$ cat config.mk
export PLATFORM = sky130hd
export DESIGN_NAME = spi_cmd_ctrl
export DESIGN_NICKNAME = d
export VERILOG_FILES = /design/src/rtl/spi_cmd_pkg.sv /design/src/rtl/spi_cmd_buf.sv /design/src/rtl/spi_cmd_eng.sv /design/src/rtl/spi_cmd_ctrl.sv
export SDC_FILE = /design/constraint.sdc
export NUM_CORES = 1
export LEC_CHECK = 0
export ABC_AREA = 0
export BUFFER_PORTS_ARGS = -buffer_cell sky130_fd_sc_hd__buf_4
export CAP_MARGIN = 0
export CORE_UTILIZATION = 56
export CTS_BUF_LIST = sky130_fd_sc_hd__clkbuf_4
export CTS_CLUSTER_SIZE = 12
export DETAILED_ROUTE_END_ITERATION = 10
export HOLD_SLACK_MARGIN = 0.08
export PLACE_DENSITY = 0.72
export RECOVER_POWER = 100
export SETUP_SLACK_MARGIN = 0.15
export SLEW_MARGIN = 20
export SYNTH_ARGS = -nofsm -noshare
export SYNTH_HDL_FRONTEND = slang
export SYNTH_SLANG_ARGS = --single-unit
$ cat constraint.sdc
create_clock -name clk -period 4.58 [get_ports clk]
set_input_delay 0.229 -clock clk [delete_from_list [all_inputs] [get_ports clk]]
set_output_delay 0.229 -clock clk [all_outputs]
set_load 0.01 [all_outputs]
$ cat src/rtl/spi_cmd_pkg.sv
package spi_cmd_pkg;
  localparam logic [4:0] A_OPC  = 5'h00;
  localparam logic [4:0] A_CTL  = 5'h02;
  localparam logic [4:0] A_STS  = 5'h03;
  localparam logic [4:0] A_FIFO = 5'h0C;
  localparam logic [4:0] A_PTR  = 5'h0D;
  localparam logic [4:0] A_XIDX = 5'h1E;
  localparam logic [4:0] A_XDAT = 5'h1F;

  localparam logic [7:0] X_TXLEN = 8'd5;
  localparam logic [7:0] X_RXLEN = 8'd6;

  localparam int CTL_GO  = 0;
  localparam int CTL_CLR = 4;

  typedef enum logic [1:0] {S_IDLE, S_LEAD, S_BIT, S_TRAIL} eng_st_t;
endpackage

$ cat src/rtl/spi_cmd_buf.sv
module spi_cmd_buf #(
  parameter int DEPTH = 72,
  parameter int PTR_W = $clog2(DEPTH)
) (
  input  logic             clk,
  input  logic             rst_n,
  input  logic             ptr_clr,
  input  logic             bus_wr,
  input  logic             bus_rd,
  input  logic [7:0]       bus_wdata,
  output logic [7:0]       bus_rdata,
  output logic [PTR_W-1:0] ptr,
  input  logic [PTR_W-1:0] eng_raddr,
  output logic [7:0]       eng_rdata,
  input  logic             eng_we,
  input  logic [PTR_W-1:0] eng_waddr,
  input  logic [7:0]       eng_wdata
);
  localparam logic [PTR_W-1:0] LAST = PTR_W'(DEPTH - 1);

  logic [7:0] mem [DEPTH];

  // Storage: the bus port writes at the pointer, the engine at its own address.
  always_ff @(posedge clk) begin
    if (bus_wr && int'(ptr) < DEPTH) mem[ptr] <= bus_wdata;
    if (eng_we && int'(eng_waddr) < DEPTH) mem[eng_waddr] <= eng_wdata;
  end

  always_ff @(posedge clk) begin
    if (!rst_n) ptr <= '0;
    else if (ptr_clr) ptr <= '0;
    else if (bus_wr || bus_rd) ptr <= (ptr == LAST) ? '0 : ptr + 1'b1;
  end

  assign bus_rdata = (int'(ptr) < DEPTH) ? mem[ptr] : 8'h00;
  assign eng_rdata = (int'(eng_raddr) < DEPTH) ? mem[eng_raddr] : 8'h00;


  buf_bound_chk: assert property (@(posedge clk) disable iff (!rst_n)
    eng_we |-> (int'(eng_waddr) < DEPTH));
endmodule

$ cat src/rtl/spi_cmd_eng.sv
module spi_cmd_eng import spi_cmd_pkg::*; #(
  parameter int DEPTH = 72,
  parameter int DIV   = 2,
  parameter int PTR_W = $clog2(DEPTH),
  parameter int BC_W  = $clog2(DEPTH + 2)
) (
  input  logic             clk,
  input  logic             rst_n,
  input  logic             start,
  input  logic [7:0]       opcode,
  input  logic [7:0]       tx_len,
  input  logic [7:0]       rx_len,
  output logic [PTR_W-1:0] rd_addr,
  input  logic [7:0]       rd_data,
  output logic             we,
  output logic [PTR_W-1:0] waddr,
  output logic [7:0]       wdata,
  output logic             busy,
  output logic             done,
  output logic             sclk,
  output logic             cs_n,
  output logic             mosi,
  input  logic             miso
);
  localparam int DCW = (DIV > 1) ? $clog2(DIV) : 1;

  eng_st_t        st;
  logic [DCW-1:0] dcnt;
  logic           tick, half, ph;
  logic [2:0]     bit_i;
  logic [BC_W-1:0] byte_i, last_b, txq;
  logic [7:0]     sh_tx, sh_rx;
  logic           sclk_q, cs_q;
  logic [15:0]    room, rx_eff;

  // Receive length clamped to the space left after the transmit bytes.
  always_comb begin
    room   = 16'(DEPTH) - {8'h00, tx_len};
    rx_eff = ({8'h00, rx_len} > room) ? room : {8'h00, rx_len};
  end

  assign tick    = (st != S_IDLE) && (dcnt == DCW'(DIV - 1));
  assign busy    = (st != S_IDLE);
  assign done    = tick && (st == S_TRAIL) && half;
  assign rd_addr = PTR_W'(byte_i);
  assign we      = tick && (st == S_BIT) && ph && (bit_i == 3'd7) && (byte_i > txq);
  assign waddr   = PTR_W'(byte_i - 1'b1);
  assign wdata   = sh_rx;
  assign sclk    = sclk_q;
  assign cs_n    = cs_q;
  assign mosi    = sh_tx[7] & ~cs_q;

  always_ff @(posedge clk) begin
    if (!rst_n) begin
      st <= S_IDLE; dcnt <= '0; half <= 1'b0; ph <= 1'b0; bit_i <= '0;
      byte_i <= '0; last_b <= '0; txq <= '0; sh_tx <= '0; sh_rx <= '0;
      sclk_q <= 1'b0; cs_q <= 1'b1;
    end else begin
      if (st == S_IDLE || tick) dcnt <= '0;
      else dcnt <= dcnt + 1'b1;
      case (st)
        S_IDLE: if (start) begin
          st     <= S_LEAD;
          cs_q   <= 1'b0;
          half   <= 1'b0;
          ph     <= 1'b0;
          bit_i  <= '0;
          byte_i <= '0;
          txq    <= BC_W'(tx_len);
          last_b <= BC_W'({8'h00, tx_len} + rx_eff);
          sh_tx  <= opcode;
        end
        S_LEAD: if (tick) begin
          if (half) st <= S_BIT;
          half <= ~half;
        end
        S_BIT: if (tick) begin
          if (!ph) begin
            sclk_q <= 1'b1;
            ph     <= 1'b1;
            sh_rx  <= {sh_rx[6:0], miso};
          end else begin
            sclk_q <= 1'b0;
            ph     <= 1'b0;
            if (bit_i == 3'd7) begin
              bit_i <= '0;
              if (byte_i == last_b) begin
                st   <= S_TRAIL;
                half <= 1'b0;
              end else begin
                byte_i <= byte_i + 1'b1;
                sh_tx  <= (byte_i < txq) ? rd_data : 8'h00;
              end
            end else begin
              bit_i <= bit_i + 1'b1;
              sh_tx <= {sh_tx[6:0], 1'b0};
            end
          end
        end
        S_TRAIL: if (tick) begin
          if (half) begin
            st   <= S_IDLE;
            cs_q <= 1'b1;
          end
          half <= ~half;
        end
        default: st <= S_IDLE;
      endcase
    end
  end


  cs_release_chk: assert property (@(posedge clk) disable iff (!rst_n)
    $rose(cs_q) |-> (st == S_IDLE));

  busy_drop_chk: assert property (@(posedge clk) disable iff (!rst_n)
    $fell(busy) |-> cs_q);

  sclk_idle_chk: assert property (@(posedge clk) disable iff (!rst_n)
    cs_q |-> !sclk_q);
endmodule

$ cat src/rtl/spi_cmd_ctrl.sv
module spi_cmd_ctrl import spi_cmd_pkg::*; #(
  parameter int DEPTH  = 72,
  parameter int MAX_TX = 64,
  parameter int DIV    = 2
) (
  input  logic       clk,
  input  logic       rst_n,
  input  logic       reg_req,
  input  logic       reg_we,
  input  logic [4:0] reg_addr,
  input  logic [7:0] reg_wdata,
  output logic [7:0] reg_rdata,
  output logic       spi_sclk,
  output logic       spi_cs_n,
  output logic       spi_mosi,
  input  logic       spi_miso
);
  localparam int PTR_W = $clog2(DEPTH);
  localparam int BC_W  = $clog2(DEPTH + 2);

  logic [7:0] opcode_q, txn_q, rxn_q, xidx_q;
  logic       clr_pend, busy, done, start, wr, rd, ptr_clr;
  logic [PTR_W-1:0] buf_ptr, e_raddr, e_waddr;
  logic [7:0] buf_rdata, e_rdata, e_wdata;
  logic       e_we;

  assign wr    = reg_req && reg_we;
  assign rd    = reg_req && !reg_we;
  assign start = wr && (reg_addr == A_CTL) && reg_wdata[CTL_GO] && !busy;
  assign ptr_clr = (wr && (reg_addr == A_CTL) && reg_wdata[CTL_CLR] && !busy)
                 || (done && clr_pend);

  always_ff @(posedge clk) begin
    if (!rst_n) begin
      opcode_q <= '0; txn_q <= '0; rxn_q <= '0; xidx_q <= '0; clr_pend <= 1'b0;
    end else begin
      if (wr && reg_addr == A_XIDX) xidx_q <= reg_wdata;
      if (wr && !busy && reg_addr == A_OPC) opcode_q <= reg_wdata;
      if (wr && !busy && reg_addr == A_XDAT) begin
        if (xidx_q == X_TXLEN)
          txn_q <= (reg_wdata > 8'(MAX_TX)) ? 8'(MAX_TX) : reg_wdata;
        if (xidx_q == X_RXLEN) rxn_q <= reg_wdata;
      end
      if (done) clr_pend <= 1'b0;
      else if (wr && busy && reg_addr == A_CTL && reg_wdata[CTL_CLR]) clr_pend <= 1'b1;
    end
  end

  always_comb begin
    case (reg_addr)
      A_OPC:  reg_rdata = opcode_q;
      A_CTL:  reg_rdata = {7'b0, busy};
      A_STS:  reg_rdata = {busy, 7'b0};
      A_FIFO: reg_rdata = buf_rdata;
      A_PTR:  reg_rdata = {5'b0, buf_ptr[2:0]};
      A_XIDX: reg_rdata = xidx_q;
      A_XDAT: reg_rdata = (xidx_q == X_TXLEN) ? txn_q :
                          (xidx_q == X_RXLEN) ? rxn_q : 8'h00;
      default: reg_rdata = 8'h00;
    endcase
  end

  spi_cmd_buf #(.DEPTH(DEPTH), .PTR_W(PTR_W)) u_buf (
    .clk(clk), .rst_n(rst_n), .ptr_clr(ptr_clr),
    .bus_wr(wr && !busy && reg_addr == A_FIFO),
    .bus_rd(rd && reg_addr == A_FIFO),
    .bus_wdata(reg_wdata), .bus_rdata(buf_rdata), .ptr(buf_ptr),
    .eng_raddr(e_raddr), .eng_rdata(e_rdata),
    .eng_we(e_we), .eng_waddr(e_waddr), .eng_wdata(e_wdata)
  );

  spi_cmd_eng #(.DEPTH(DEPTH), .DIV(DIV), .PTR_W(PTR_W), .BC_W(BC_W)) u_eng (
    .clk(clk), .rst_n(rst_n), .start(start),
    .opcode(opcode_q), .tx_len(txn_q), .rx_len(rxn_q),
    .rd_addr(e_raddr), .rd_data(e_rdata),
    .we(e_we), .waddr(e_waddr), .wdata(e_wdata),
    .busy(busy), .done(done),
    .sclk(spi_sclk), .cs_n(spi_cs_n), .mosi(spi_mosi), .miso(spi_miso)
  );


  opcode_hold_chk: assert property (@(posedge clk) disable iff (!rst_n)
    (busy && $past(busy)) |-> $stable(opcode_q));

  tx_limit_chk: assert property (@(posedge clk) disable iff (!rst_n)
    txn_q <= 8'(MAX_TX));

  ptr_clear_chk: assert property (@(posedge clk) disable iff (!rst_n)
    (wr && reg_addr == A_CTL && reg_wdata[CTL_CLR] && !busy) |=> (buf_ptr == '0));

  start_busy_chk: assert property (@(posedge clk) disable iff (!rst_n)
    start |=> busy);
endmodule

Word level (Yosys, flattened, before mapping)
Memory sizes are Yosys's and may differ from the RTL's. A register that Yosys moved wholly into a read port is not among the register bits.
Index checks and enable logic that the tools add are counted.
W data, S select, Z words.
{"block": "op_classes", "n_reduce_logical": 53, "add_sub_neg": 7, "n_bitwise": 5, "magnitude_cmp": 7, "n_eq_ne": 26, "n_mux": 60}
{"cell": "$mux W8", "n": 12}
{"cell": "$mux W7", "n": 12}
{"cell": "$pmux W8 S7", "n": 1}
{"cell": "$logic_and A1 B1 Y1", "n": 26}
{"cell": "$lt A7 B7 Y1 const B", "n": 3}
{"cell": "$mux W2", "n": 9}
{"cell": "$eq A8 B3 Y1 const B", "n": 2}
{"cell": "$gt A8 B16 Y1", "n": 1}
{"cell": "$pmux W8 S2", "n": 1}
{"cell": "$mux W1", "n": 15}
{"cell": "$add A7 B1 Y7 const B", "n": 2}
{"cell": "$ne A2 B1 Y1 const B", "n": 7}
{"cell": "$pmux W7 S2", "n": 1}
{"cell": "$mux W3", "n": 4}
{"cell": "$reduce_and A6 Y1", "n": 2}
{"cell": "$eq A5 B2 Y1 const B", "n": 2}
{"cell": "$eq A5 B4 Y1 const B", "n": 2}
{"cell": "$eq A5 B5 Y1 const B", "n": 2}
{"cell": "$reduce_and A9 Y1", "n": 1}
{"cell": "$sub A7 B8 Y9 const A", "n": 1}
{"cell": "$gt A8 B7 Y1 const B", "n": 1}
{"cell": "$ne A2 B2 Y1 const B", "n": 4}
{"cell": "$pmux W2 S4", "n": 1}
{"cell": "$reduce_and A2 Y1", "n": 4}
{"cell": "other kinds (27)", "n": 42}
{"block": "totals", "elab_cells": 177, "reg_bits": 87, "output_inout_bits": 11, "mem_bits_rw": 576, "in_bits": 18, "n_memories": 1}
{"memory": "u_buf.mem", "words": 72, "width": 8, "rd": 2, "rd_ports_with_merged_regs": 2, "wr": 1, "line": "spi_cmd_buf.sv:21", "source": "logic [7:0] mem [DEPTH];"}

Longest topological paths before layout
{"block": "logic_depth", "ltp_word": 11, "ltp_mapped": 23, "depth_no_buf": 22}

Cells and area by module
From an unflattened synthesis, not the netlist that was laid out.
{"block": "hier_totals", "cells_unflattened": 2853, "area_unflattened_um2": 40343.7}
{"module": "spi_cmd_buf", "area_each_um2": 35554.1, "n_inst": 1, "cells_per_inst": 2267, "seq_area_each_um2": 17576.9}
{"module": "spi_cmd_eng", "area_each_um2": 3027.9, "n_inst": 1, "cells_per_inst": 390, "seq_area_each_um2": 940.9}
{"module": "spi_cmd_ctrl", "area_each_um2": 1761.7, "n_inst": 1, "cells_per_inst": 196, "seq_area_each_um2": 660.6}

Least setup slack after synthesis
OpenSTA, ideal clock, no wires.
{"block": "synth_path", "path_type": "register -> register", "startpoint": "register txn_q[0]", "endpoint": "register u_eng.last_b[6]", "slack_ps": 527, "t_required_ps": 4460, "path_buffers": 1, "synth_period_minus_slack_ps": 4053, "t_arrival_ps": 3933, "stages_incl_launch_ff": 23, "setup_ps": 120, "path_cell_list": "dfxtp_1 -> inv_1 -> ha_1 -> nor2b_1 -> o21ai_0 -> xor2_1 -> ha_1 -> a21oi_1 -> nor2b_1 -> o31ai_1 -> clkbuf_1 -> nand2_1 -> o21ai_0 -> ha_1 -> inv_1 -> fa_1 -> nor2b_1 -> o21ai_0 -> nand2_1 -> and2_1 -> o21ai_0 -> nor4b_1 -> a211o_1"}
{"block": "synth_between", "elab_chain_cells": 4}
{"item": "start, declared", "line": "spi_cmd_ctrl.sv:21", "source": "logic [7:0] opcode_q, txn_q, rxn_q, xidx_q;"}
{"item": "start signal, assigned", "line": "spi_cmd_ctrl.sv:41", "source": "txn_q <= (reg_wdata > 8'(MAX_TX)) ? 8'(MAX_TX) : reg_wdata;"}
{"item": "$sub A7 B8 Y9", "line": "spi_cmd_eng.sv:38", "source": "room = 16'(DEPTH) - {8'h00, tx_len};"}
{"item": "$gt A8 B16 Y1", "line": "spi_cmd_eng.sv:39", "source": "rx_eff = ({8'h00, rx_len} > room) ? room : {8'h00, rx_len};"}
{"item": "$mux W7", "line": "spi_cmd_eng.sv:39"}
{"item": "$add A7 B7 Y7 (*)", "line": "spi_cmd_eng.sv:70", "source": "last_b <= BC_W'({8'h00, tx_len} + rx_eff);"}
{"item": "end signal, assigned", "line": "spi_cmd_eng.sv:70"}
{"item": "end, declared", "line": "spi_cmd_eng.sv:31", "source": "logic [BC_W-1:0] byte_i, last_b, txq;"}
Mark *: on every way between the ends. The rest lies on a longest branch, timed or not.
A chain may end at the register's enable or synchronous reset.

==> results_dict.tcl <==
set metrics [dict create \
    hpwl_um 67200 \
    drtIter0Drc 2948 \
    rsz0062_at_grt "yes" \
    synth.avg_cell_area_um2 15.2 \
    synth_edf_count 576 \
    start_util 0.565 \
    coreArea_um2 58900 \
    cpLargestDelayFamily "compound AO/OA/AOI/OAI gates" \
    grt_max_degree 80 \
    root_buffer "clkbuf_4" \
    cp.required_ns 4.35 \
    synthCells 2195 \
    cts_sinks 677 \
    grt_usage 0.337 \
    routabilityCongestion 1.02 \
    clk_path_buf_depth 3 \
    cp-end-kind "output port" \
    crit_path_top_delay_cell "a211oi_1" \
    p_leak_nw 11.8 \
    vias 22600 \
    slew_violations 155 \
    synth_area_leaders "edfxtp_1, mux4_2, dfxtp_1" \
    final_cell_mix "edfxtp_1, mux4_2, clkbuf_4" \
    area_growth_pct 12.9 \
    nets 2483 \
    cap_viol_max_count 3 \
    worstSetupStartpointType "flop" \
    final_util 0.639 \
    async_flop_share 0 \
    hold_slack_ns 0.116 \
    ys_seq_elements 677 \
    powerDensity_nw_per_um2 321 \
    drt-pass1-iter-count 9 \
    overflow 0 \
    syn_area_um2 33300 \
    antenna_found_initial 6 \
    fin_cells 3344 \
    drc 0 \
    cpPeakStageDelay_ns 0.83 \
    routed_wl_um 100000 \
    dp_slack_ns 0.145 \
    grt_pass1_wl_um 145000 \
    cts_inserted_buffers 173 \
    cts_tree "yes" \
    clk_latency_ns 1.07 \
    yosysUniqueCellTypes 76 \
    min_period_ns 4.61 \
    path_max_fanout 10 \
    drive_gt1_frac 0.272 \
    vias_per_cell 6.77 \
    die_h_um 246 \
    yosys.area.top_type "edfxtp_1" \
    crit_type "reg2out" \
    setup_ws_ns -0.0338 \
    yosys_most_used_dff "edfxtp_1" \
    timing.final.crit_share 1.01 \
    die-area_um2 60500 \
    fp.dieW_um 246 \
    final.setup_skew_ns 0.0646 \
    tightest_slew_ns 1.71 \
    timing.slew.headroom -0.147 \
    port_buffers 28 \
    fmax_ghz 0.217 \
    hold_viol 0 \
    cp_num_buf_inv 3 \
    htree_num_levels 4 \
    ir_worst_vdd_mv 0.311 \
    path_cells "buf_8 > bufbuf_16 > mux4_2 > mux2i_1 > a221oi_2 > a2111oi_4 > a211oi_1 > a211o_1 > buf_4" \
    rows 89 \
    setup_viol 1 \
    min_path_type "in2reg" \
    grt_pass1_vias 22400 \
    status "finished with violations" \
    critical_path_arrival_ns 4.38 \
    ys.warnings.count 0 \
    avgRoutedWirePerCell_um 30.0 \
    clk_pin_slew_worst_paths_ns 0.07 \
    postRouteAntennaNets 0 \
    yosys.area.top_type_share 0.519 \
    mostFrequentLayoutCell "edfxtp_1" \
    placedCellCount 2977 \
    synth_nets 2245 \
    io_pins 29 \
    violations "capacitance limit, slew limit, setup timing" \
    yosysSeqAreaShare 0.580 \
]
==> registers in the layout, summed over array words and instances (netlist names), 8 cells and up, named ones only <==
name and flops:
txn_q 8, xidx_q 8, u_eng.sh_tx 8, u_buf.mem 576, u_eng.wdata 8, rxn_q 8
opcode_q 8
==> cell type report <==
| cell class | count | area [µm²] |
|---|---|---|
| flip-flops and latches | 677 | 19400 |
| diodes | 7 | 17.5 |
| multi-input cells | 1331 | 13300 |
| inverters | 29 | 109 |
| clock buffers | 247 | 1850 |
| well taps | 773 | 967 |
| repair buffers | 221 | 1700 |
| clock inverters | 59 | 297 |
| fillers | 4328 | 21300 |
==> cells in the mapped netlist, types with 31 or more instances <==
cell type and number:
nor2b_1 59, dfxtp_1 101, nor3_1 34, clkbuf_1 69, buf_2 49, o21ai_0 42, a22oi_1 33, mux4_2 253
edfxtp_1 576, nand2_1 147, a21oi_1 64, nor2_1 127, a211oi_1 50, mux2i_1 151, ha_1 31
==> cell families (layout without fill, tap and decap cells) <==
family | Yosys count | count (layout) | share of synthesized area
fa+ha+maj | 32 | 32 | 0.0122
buf+inv | 187 | 556 | 0.0273
compound gates | 364 | 364 | 0.0770
simple gates | 486 | 486 | 0.0706
other cells | 0 | 7 | 0
flops | 677 | 677 | 0.580
xor+xnor | 30 | 30 | 0.00789
mux | 419 | 419 | 0.225
==> where the power goes <==
group / total (mW) / leakage [nW] / internal (mW) / switching (mW)
Clock: 5.12 / 1.28 / 2.59 / 2.52
Combinational: 0.283 / 4.53 / 0.0912 / 0.192
Sequential: 6.68 / 6.00 / 6.68 / 0.00619
==> worst paths after layout <==
kind	from	to	slack (ns)	cells past startpoint
worst max-delay path	flop	reg_rdata[7]	-0.03	9
worst min register to register	u_eng.bit_i[2]$_SDFFE_PN0P_	u_eng.bit_i[2]$_SDFFE_PN0P_	0.47	2
worst min-delay path	reg_wdata[0]	opcode_q[0]$_SDFFE_PN0P_	0.12	4
worst max register to register	u_eng.st[1]$_SDFFE_PN0P_	u_buf.mem[51][3]$_DFFE_PP_	0.18	10
==> per-stage QoR <==
stage	total power, mW	TNS [ns]	area, µm²
CTS	12.1	0	37800
global route	12.4	0	37600
detailed placement	7.08	0	35000
floorplan	6.97	0	33300
global placement	7.07	0	35000
finish	12.1	-0.0338	37600
==> worst min-delay path, delay by kind of cell <==
family | cells | cell delay, ns
AOI/OAI and AO/OA | 1 | 0.11
buffers and inverters | 2 | 0.69
and+or+nand+nor | 1 | 0.09
==> per-layer routing <==
metal,track usage,up-vias,part of all wire
li1,-,9454,-
met1,0.440,11400,0.37
met2,0.526,1467,0.47
met3,0.0924,277,0.11
met4,0.153,8,0.041
met5,0,-,0.0013
==> timing repair <==
action / CTS / global route
setup endpoints to repair: 9 / 11
buffers inserted: 7 / 7
hold endpoints to repair: 419 / 0
resized for setup: 39 / 37
pin swaps: 6 / 9
hold buffers: 39 / 0
gates cloned: 1 / 0
No activity file was read; power rests on OpenSTA's default activity.
